**src/rtl/sata_bringup_pkg.sv**
```systemverilog
package sata_bringup_pkg;

    typedef logic [7:0]  addr_t;
    typedef logic [31:0] word_t;

    // host-level registers
    localparam addr_t H_CAP  = 8'h00;
    localparam addr_t H_CTL  = 8'h01;
    localparam addr_t H_IMPL = 8'h02;
    localparam addr_t H_IRQ  = 8'h03;
    localparam addr_t PORT_BASE = 8'h10;

    // per-port register offsets
    localparam logic [2:0] P_CMD  = 3'd0;
    localparam logic [2:0] P_STAT = 3'd1;
    localparam logic [2:0] P_ERR  = 3'd2;
    localparam logic [2:0] P_TFD  = 3'd3;
    localparam logic [2:0] P_IRQ  = 3'd4;

    localparam word_t CTL_RST_M   = 32'h0000_0001;
    localparam word_t CTL_IE_M    = 32'h0000_0002;
    localparam word_t CMD_SPIN_M  = 32'h0000_0002;
    localparam word_t CMD_ACTIVE_M = 32'h0000_C011;

    localparam logic [3:0] DET_READY = 4'd3;
    localparam logic [3:0] DET_RESET = 4'd1;

    typedef struct packed {
        logic  we;
        addr_t addr;
        word_t wdata;
    } bus_op_t;

    typedef enum logic [4:0] {
        S_IDLE, S_H_RD_CTL, S_H_WR_RST, S_H_WAIT_RST, S_H_POLL_RST,
        S_H_RD_CAP, S_H_RD_IMPL, S_P_PICK, S_P_RD_CMD, S_P_WR_DEACT,
        S_P_WAIT_DEACT, S_P_RD_CMD2, S_P_WR_SPIN, S_P_RD_LINK, S_P_WAIT_LINK,
        S_P_RD_ERR, S_P_WR_ERR, S_P_RD_TFD, S_P_WAIT_SPIN, S_P_RD_DET_SPIN,
        S_P_RD_DET_END, S_P_RD_ERR2, S_P_WR_ERR2, S_P_RD_IRQ, S_P_WR_IRQ,
        S_P_WR_HIRQ, S_P_RD_DET_MAP, S_H_RD_CTL2, S_H_WR_IE
    } seq_state_t;

    function automatic addr_t port_reg(input logic [4:0] idx, input logic [2:0] off);
        return PORT_BASE + {idx, 3'b000} + {5'b00000, off};
    endfunction

    function automatic logic tfd_ready(input word_t v);
        return !(v[7] || v[3]);
    endfunction

endpackage

```
**src/rtl/sata_bringup_bus_master.sv**
```systemverilog
module sata_bringup_bus_master
    import sata_bringup_pkg::*;
(
    input  logic    clk,
    input  logic    rst,
    input  logic    go,
    input  bus_op_t op,
    output logic    bus_req,
    output logic    bus_we,
    output addr_t   bus_addr,
    output word_t   bus_wdata,
    input  logic    bus_ack,
    input  word_t   bus_rdata,
    output logic    acc_done,
    output word_t   acc_rdata
);
    bus_op_t op_q;

    always_ff @(posedge clk) begin
        if (rst) begin
            bus_req <= 1'b0;
            op_q    <= '0;
        end else if (!bus_req && go) begin
            bus_req <= 1'b1;
            op_q    <= op;
        end else if (bus_req && bus_ack) begin
            bus_req <= 1'b0;
        end
    end

    assign bus_we    = op_q.we;
    assign bus_addr  = op_q.addr;
    assign bus_wdata = op_q.wdata;
    assign acc_done  = bus_req && bus_ack;
    assign acc_rdata = bus_rdata;
endmodule

```
**src/rtl/sata_bringup_counter.sv**
```systemverilog
module sata_bringup_counter #(
    parameter int W = 8
) (
    input  logic         clk,
    input  logic         rst,
    input  logic         clr,
    input  logic         inc,
    output logic [W-1:0] value
);
    always_ff @(posedge clk) begin
        if (rst || clr)
            value <= '0;
        else if (inc)
            value <= value + 1'b1;
    end
endmodule

```
**src/rtl/sata_bringup_port_picker.sv**
```systemverilog
module sata_bringup_port_picker #(
    parameter int MAX_PORTS = 8,
    parameter int IDX_W = 3,
    parameter int LIM_W = 4
) (
    input  logic [MAX_PORTS-1:0] mask,
    input  logic [LIM_W-1:0]     limit,
    input  logic [LIM_W-1:0]     from,
    output logic                 found,
    output logic [IDX_W-1:0]     idx
);
    always_comb begin
        found = 1'b0;
        idx   = '0;
        for (int i = MAX_PORTS - 1; i >= 0; i--) begin
            if (LIM_W'(i) >= from && LIM_W'(i) < limit && mask[i]) begin
                found = 1'b1;
                idx   = IDX_W'(i);
            end
        end
    end
endmodule

```
**src/rtl/sata_bringup_seq.sv**
```systemverilog
module sata_bringup_seq
    import sata_bringup_pkg::*;
#(
    parameter int MAX_PORTS   = 8,
    parameter int RST_POLLS   = 1000,
    parameter int LINK_POLLS  = 200,
    parameter int SPIN_POLLS  = 20000,
    parameter int DEACT_TICKS = 500,
    parameter int MAX_RETRY   = 4
) (
    input  logic                 clk,
    input  logic                 rst,
    input  logic                 tick,
    input  logic                 start,
    output logic                 bus_req,
    output logic                 bus_we,
    output logic [7:0]           bus_addr,
    output logic [31:0]          bus_wdata,
    input  logic                 bus_ack,
    input  logic [31:0]          bus_rdata,
    output logic                 done,
    output logic                 fail,
    output logic [MAX_PORTS-1:0] link_map
);
    localparam int IDX_W = (MAX_PORTS > 1) ? $clog2(MAX_PORTS) : 1;
    localparam int LIM_W = IDX_W + 1;
    localparam int MAX_AB  = (RST_POLLS > LINK_POLLS) ? RST_POLLS : LINK_POLLS;
    localparam int MAX_CD  = (SPIN_POLLS > DEACT_TICKS) ? SPIN_POLLS : DEACT_TICKS;
    localparam int CNT_MAX = (MAX_AB > MAX_CD) ? MAX_AB : MAX_CD;
    localparam int CNT_W = $clog2(CNT_MAX + 1);
    localparam int RTY_W = $clog2(MAX_RETRY + 2);
    localparam logic [CNT_W-1:0] RST_LAST   = CNT_W'(RST_POLLS - 1);
    localparam logic [CNT_W-1:0] LINK_LAST  = CNT_W'(LINK_POLLS - 1);
    localparam logic [CNT_W-1:0] SPIN_LAST  = CNT_W'(SPIN_POLLS - 1);
    localparam logic [CNT_W-1:0] DEACT_LAST = CNT_W'(DEACT_TICKS - 1);
    localparam logic [RTY_W-1:0] RTY_CAP    = RTY_W'(MAX_RETRY);

    seq_state_t state, state_n;
    bus_op_t    op;
    logic       acc_state, go, acc_done;
    word_t      rd, hold;
    logic [3:0] det;
    logic [CNT_W-1:0] cnt;
    logic       cnt_clr, cnt_inc;
    logic [IDX_W-1:0] cur, pick_idx;
    logic [LIM_W-1:0] limit_q, from_q, lim_n;
    logic [MAX_PORTS-1:0] impl_q;
    logic       pick_found;
    logic [RTY_W-1:0] retry_q;
    logic       done_q, fail_q, rst_timeout, do_retry;
    logic [MAX_PORTS-1:0] map_q;
    logic [4:0] pa;

    assign det = rd[3:0];
    assign pa  = 5'(cur);
    assign go  = acc_state && !bus_req;
    assign rst_timeout = (state == S_H_POLL_RST) && acc_done && rd[0] && (cnt == RST_LAST);
    assign do_retry = (det == DET_RESET) && (retry_q < RTY_CAP);

    sata_bringup_bus_master u_bus (
        .clk(clk), .rst(rst), .go(go), .op(op),
        .bus_req(bus_req), .bus_we(bus_we), .bus_addr(bus_addr), .bus_wdata(bus_wdata),
        .bus_ack(bus_ack), .bus_rdata(bus_rdata), .acc_done(acc_done), .acc_rdata(rd)
    );

    sata_bringup_counter #(.W(CNT_W)) u_cnt (
        .clk(clk), .rst(rst), .clr(cnt_clr), .inc(cnt_inc), .value(cnt)
    );

    sata_bringup_port_picker #(.MAX_PORTS(MAX_PORTS), .IDX_W(IDX_W), .LIM_W(LIM_W)) u_pick (
        .mask(impl_q), .limit(limit_q), .from(from_q), .found(pick_found), .idx(pick_idx)
    );

    // clamp of the advertised port count
    always_comb begin
        if ({1'b0, rd[4:0]} + 6'd1 > 6'(MAX_PORTS))
            lim_n = LIM_W'(MAX_PORTS);
        else
            lim_n = LIM_W'({1'b0, rd[4:0]} + 6'd1);
    end

    // access issued in each state
    always_comb begin
        op = '0;
        acc_state = 1'b1;
        case (state)
            S_H_RD_CTL, S_H_POLL_RST, S_H_RD_CTL2: op.addr = H_CTL;
            S_H_WR_RST:     op = '{1'b1, H_CTL, hold | CTL_RST_M};
            S_H_WR_IE:      op = '{1'b1, H_CTL, hold | CTL_IE_M};
            S_H_RD_CAP:     op.addr = H_CAP;
            S_H_RD_IMPL:    op.addr = H_IMPL;
            S_P_RD_CMD, S_P_RD_CMD2: op.addr = port_reg(pa, P_CMD);
            S_P_WR_DEACT:   op = '{1'b1, port_reg(pa, P_CMD), hold & ~CMD_ACTIVE_M};
            S_P_WR_SPIN:    op = '{1'b1, port_reg(pa, P_CMD), hold | CMD_SPIN_M};
            S_P_RD_LINK, S_P_RD_DET_SPIN, S_P_RD_DET_END, S_P_RD_DET_MAP:
                            op.addr = port_reg(pa, P_STAT);
            S_P_RD_ERR, S_P_RD_ERR2: op.addr = port_reg(pa, P_ERR);
            S_P_WR_ERR, S_P_WR_ERR2: op = '{1'b1, port_reg(pa, P_ERR), hold};
            S_P_RD_TFD:     op.addr = port_reg(pa, P_TFD);
            S_P_RD_IRQ:     op.addr = port_reg(pa, P_IRQ);
            S_P_WR_IRQ:     op = '{1'b1, port_reg(pa, P_IRQ), hold};
            S_P_WR_HIRQ:    op = '{1'b1, H_IRQ, word_t'(1) << cur};
            default:        acc_state = 1'b0;
        endcase
    end

    // sequencing
    always_comb begin
        state_n = state;
        cnt_clr = 1'b0;
        cnt_inc = 1'b0;
        case (state)
            S_IDLE:       if (start) state_n = S_H_RD_CTL;
            S_H_RD_CTL:   if (acc_done) state_n = S_H_WR_RST;
            S_H_WR_RST:   if (acc_done) begin cnt_clr = 1'b1; state_n = S_H_WAIT_RST; end
            S_H_WAIT_RST: if (tick) state_n = S_H_POLL_RST;
            S_H_POLL_RST: if (acc_done) begin
                if (!rd[0])             state_n = S_H_RD_CAP;
                else if (cnt == RST_LAST) state_n = S_IDLE;
                else begin cnt_inc = 1'b1; state_n = S_H_WAIT_RST; end
            end
            S_H_RD_CAP:   if (acc_done) state_n = S_H_RD_IMPL;
            S_H_RD_IMPL:  if (acc_done) state_n = S_P_PICK;
            S_P_PICK:     state_n = pick_found ? S_P_RD_CMD : S_H_RD_CTL2;
            S_P_RD_CMD:   if (acc_done)
                state_n = ((rd & CMD_ACTIVE_M) != '0) ? S_P_WR_DEACT : S_P_RD_CMD2;
            S_P_WR_DEACT: if (acc_done) begin cnt_clr = 1'b1; state_n = S_P_WAIT_DEACT; end
            S_P_WAIT_DEACT: if (tick) begin
                if (cnt == DEACT_LAST) state_n = S_P_RD_CMD2;
                else cnt_inc = 1'b1;
            end
            S_P_RD_CMD2:  if (acc_done) state_n = S_P_WR_SPIN;
            S_P_WR_SPIN:  if (acc_done) begin cnt_clr = 1'b1; state_n = S_P_RD_LINK; end
            S_P_RD_LINK:  if (acc_done) begin
                if (det == DET_READY)      begin cnt_clr = 1'b1; state_n = S_P_RD_ERR; end
                else if (cnt == LINK_LAST) state_n = S_P_PICK;
                else begin cnt_inc = 1'b1; state_n = S_P_WAIT_LINK; end
            end
            S_P_WAIT_LINK: if (tick) state_n = S_P_RD_LINK;
            S_P_RD_ERR:   if (acc_done) state_n = (rd != '0) ? S_P_WR_ERR : S_P_RD_TFD;
            S_P_WR_ERR:   if (acc_done) state_n = S_P_RD_TFD;
            S_P_RD_TFD:   if (acc_done) state_n = tfd_ready(rd) ? S_P_RD_DET_END : S_P_WAIT_SPIN;
            S_P_WAIT_SPIN: if (tick) state_n = S_P_RD_DET_SPIN;
            S_P_RD_DET_SPIN: if (acc_done) begin
                if (det == DET_READY || cnt == SPIN_LAST) state_n = S_P_RD_DET_END;
                else begin cnt_inc = 1'b1; state_n = S_P_RD_TFD; end
            end
            S_P_RD_DET_END: if (acc_done) state_n = do_retry ? S_P_RD_CMD : S_P_RD_ERR2;
            S_P_RD_ERR2:  if (acc_done) state_n = S_P_WR_ERR2;
            S_P_WR_ERR2:  if (acc_done) state_n = S_P_RD_IRQ;
            S_P_RD_IRQ:   if (acc_done) state_n = (rd != '0) ? S_P_WR_IRQ : S_P_WR_HIRQ;
            S_P_WR_IRQ:   if (acc_done) state_n = S_P_WR_HIRQ;
            S_P_WR_HIRQ:  if (acc_done) state_n = S_P_RD_DET_MAP;
            S_P_RD_DET_MAP: if (acc_done) state_n = S_P_PICK;
            S_H_RD_CTL2:  if (acc_done) state_n = S_H_WR_IE;
            S_H_WR_IE:    if (acc_done) state_n = S_IDLE;
            default:      state_n = S_IDLE;
        endcase
    end

    always_ff @(posedge clk) begin
        if (rst) begin
            state   <= S_IDLE;
            hold    <= '0;
            cur     <= '0;
            limit_q <= '0;
            from_q  <= '0;
            impl_q  <= '0;
            retry_q <= '0;
            done_q  <= 1'b0;
            fail_q  <= 1'b0;
            map_q   <= '0;
        end else begin
            state <= state_n;
            if (acc_done && !bus_we)
                hold <= rd;
            if (state == S_IDLE && start) begin
                done_q <= 1'b0;
                fail_q <= 1'b0;
                map_q  <= '0;
            end
            if (rst_timeout) begin
                done_q <= 1'b1;
                fail_q <= 1'b1;
            end
            if (state == S_H_RD_CAP && acc_done)
                limit_q <= lim_n;
            if (state == S_H_RD_IMPL && acc_done) begin
                impl_q <= rd[MAX_PORTS-1:0];
                from_q <= '0;
            end
            if (state == S_P_PICK && pick_found) begin
                cur     <= pick_idx;
                from_q  <= LIM_W'(pick_idx) + 1'b1;
                retry_q <= '0;
            end
            if (state == S_P_RD_DET_END && acc_done && do_retry)
                retry_q <= retry_q + 1'b1;
            if (state == S_P_RD_DET_MAP && acc_done && det == DET_READY)
                map_q[cur] <= 1'b1;
            if (state == S_H_WR_IE && acc_done)
                done_q <= 1'b1;
        end
    end

    assign done     = done_q;
    assign fail     = fail_q;
    assign link_map = map_q;
endmodule

```
**config.mk**
```make
export PLATFORM = sky130hd
export DESIGN_NAME = sata_bringup_seq
export DESIGN_NICKNAME = d
export VERILOG_FILES = /design/src/rtl/sata_bringup_pkg.sv /design/src/rtl/sata_bringup_bus_master.sv /design/src/rtl/sata_bringup_counter.sv /design/src/rtl/sata_bringup_port_picker.sv /design/src/rtl/sata_bringup_seq.sv
export SDC_FILE = /design/constraint.sdc
export NUM_CORES = 1
export LEC_CHECK = 0
export BUFFER_PORTS_ARGS = -buffer_cell sky130_fd_sc_hd__buf_2
export CAP_MARGIN = 15
export CORE_MARGIN = 3
export CORE_UTILIZATION = 59
export CTS_CLUSTER_DIAMETER = 120
export DETAILED_ROUTE_END_ITERATION = 8
export GPL_ROUTABILITY_DRIVEN = 0
export PLACE_DENSITY = 0.88
export SLEW_MARGIN = 5
export SYNTH_ARGS = -nofsm -noshare
export SYNTH_HDL_FRONTEND = slang
export SYNTH_HIERARCHICAL = 1
export SYNTH_SLANG_ARGS = --single-unit
export TNS_END_PERCENT = 50
```
**constraint.sdc**
```tcl
create_clock -name clk -period 3.34 [get_ports clk]
set_clock_uncertainty 0.05 [all_clocks]
set_input_delay 0.334 -clock clk [delete_from_list [all_inputs] [get_ports clk]]
set_output_delay 0.334 -clock clk [all_outputs]
set_load 0.02 [all_outputs]
```
==> flow_summary.ini <==
[status]
outcome = finished clean

[worst_setup_path]
crit_buf_inv = 0
worst_setup_path_start_kind = flop
path_class = reg -> reg
crit_required_ps = 3650
crit_slowest_cell = or4_1
crit_chain = nor2_1, nand2_1, nor3_1, a21oi_1, o22ai_1, a22o_1, and3_4, nand2_1, or4_1, a21oi_1
critPathMaxFanout = 13
arrival_ps = 3150
cp-end-kind = flop
cpPeakStageDelay_ps = 500
path_delay_family = simple AND/OR/NAND/NOR gates

[yosys]
synth_cells = 907
ys_seq_elements = 126
synthArstFlopShare_pct = 0
yosysTopAreaCellShare_pct = 34.7
ys_seq_area_share_pct = 34.7
ys.flop_type = dfxtp_1
synth.avg_cell_area_um2 = 8.01
synth_area_leaders = dfxtp_1, nand4bb_1, nand2_1, a21oi_1, nand2b_1
synthesis.area_um2 = 7260
synth_warnings = 6
synth.net_count = 955
ys_types = 79
synth_edf_count = 0
yosysTopAreaCell = dfxtp_1

[clocking]
cts_tree = done
clock_sinks = 126
cts_buffers = 17
ctsHoldBuffers = 0
clk_latency_ps = 420
root_buffer = clkbuf_16
post_cts_resized = 0
cts_max_level = 4
path_clk_slew_ps = 60
postCtsSetupBuffers = 0
clockBufferDepth = 2

[pwr]
power_density_nw_per_um2 = 589
p_leak_uw = 0.00292
ir_worst_vdd_v = 0.000506
total_power_uw = 4730

[grt]
use_met2_pct = 41.4
gr-usage-met1_pct = 36.2
grt_first_pass_wirelength_um = 29700
antenna_found_initial = 0
grt_start_max_net_pins = 95
grt_util_met3_pct = 7.56
grt-busiest-layer = met2
overflow = 0
first_global_vias = 5974
track_usage_pct = 27.1

[layout]
final_area_um2 = 8040
layout_commonest_cell = dfxtp_1
filler_cell_count = 909
num-nets-final = 983
drive_above_1_share_pct = 16.8
syn2layout_area_growth_pct = 10.7
register_area_um2 = 2520
multi_input_area_um2 = 4130
layout_common_cells = dfxtp_1, nand2_1, buf_2, a21oi_1, nor2_1
n_antenna_cell = 0

[floorplan]
ios = 89
rows = 39
die_w_um = 117
dieArea_um2 = 13700
coreArea_um2 = 11700
floorplan.initialDensity_pct = 62.0
die_h_um = 117

[placed_design]
numPortBuffers = 88
dp_hpwl_um = 12400
placed_area_um2 = 7480

[sta]
setup_viol = 0
period_share_pct = 85.3
relSlewSlack_pct = 37.9
drv_slew = 0
max_freq_mhz = 351
final.setup.tns_ps = 0
worst_pin_slew_ps = 924
finalHoldViolCount = 0
fin_crit_ps = 2850
rsz0062_at_grt = no

[routing]
drtPass1Iterations = 6
avgViaCountPerCell = 6.18
wl_um = 18700
wl_per_cell_um = 17.1
via_count = 6747
first_iter_violations = 799
drc_errors = 0
postRouteAntennaNets = 0

[worst_hold_path]
hp-class = in -> reg

[flow_run]
cap_violations = 0
==> sequential cells by signal, indices dropped and copies added, names as in the netlist, 4 cells and up <==
name and flops:
state 5, u_bus/bus_wdata 32, link_map 8, u_cnt/value 15
impl_q 8, u_bus/bus_addr 8, from_q 4, hold 32
limit_q 4
==> stage by stage <==
step	utilization, %	worst slack (ps)	cells	hold slack, ps
final	68.6	492	1091	108
after global placement	63.9	644	1059	387
after global routing	68.6	259	1091	104
after detailed placement	63.9	578	1059	392
after floorplan	-	834	907	382
after CTS	68.6	568	1091	89.8
==> final timing paths <==
check / startpoint / to / slack, ps / depth (start not counted)
setup reg to reg: state[0]$_SDFFE_PP0P_ / u_cnt/value[13]$_SDFFE_PP0P_ / 490 / 10
hold / removal: bus_rdata[25] / hold[25]$_SDFFE_PP0P_ / 110 / 3
hold reg to reg: hold[24]$_SDFFE_PP0P_ / hold[24]$_SDFFE_PP0P_ / 400 / 2
setup / recovery: state[0]$_SDFFE_PP0P_ / u_cnt/value[13]$_SDFFE_PP0P_ / 490 / 10
==> report_power, final <==
group          switching (µW)  internal [µW]  total (µW)
Clock                     707           1040        1750
Combinational             878            457        1330
Sequential               61.5           1590        1650
==> synthesized netlist by cell type, drive strengths merged (12+ instances only) <==
cell type  count
o21ai         56
nand3         22
dfxtp        126
a21oi         72
nand2        118
nor2b         37
nand2b        50
nor2          70
nor3          16
a22oi         12
buf           58
nor4          12
nand4bb       41
clkbuf        38
inv           15
nand4         14
==> logic make-up after synthesis <==
family	share of synthesized area, %
flops	34.7
fa+ha+maj	1.89
other cells	0.0516
buf+inv	8.77
compound gates	17.1
simple gates	34.8
mux	0.827
xor+xnor	1.81
==> routing by layer <==
layer	share of wire, %	wire (µm)	vias to the layer above
li1	-	-	3230
met1	43	8060	3140
met2	46	8610	320
met3	7.6	1420	57
met4	3.0	565	0
met5	0	0	-
==> worst reg2reg max path, cell delays in order, from the launching register on <==
cell and delay, ps:
dfxtp_1 450, nor2_1 350, nand2_1 160, nor3_1 280, a21oi_1 70, o22ai_1 130
a22o_1 310, and3_4 270, nand2_1 80, or4_1 500, a21oi_1 140
==> cell type report <==
type	instances	share of cell area, %
clock inverter	13	1.46
tap	143	2.23
timing repair buffer	105	7.41
clock buffer	19	5.51
inverter	15	0.700
sequential	126	31.4
multi-input combinational	670	51.3
Power figures use the tool's default switching activity.
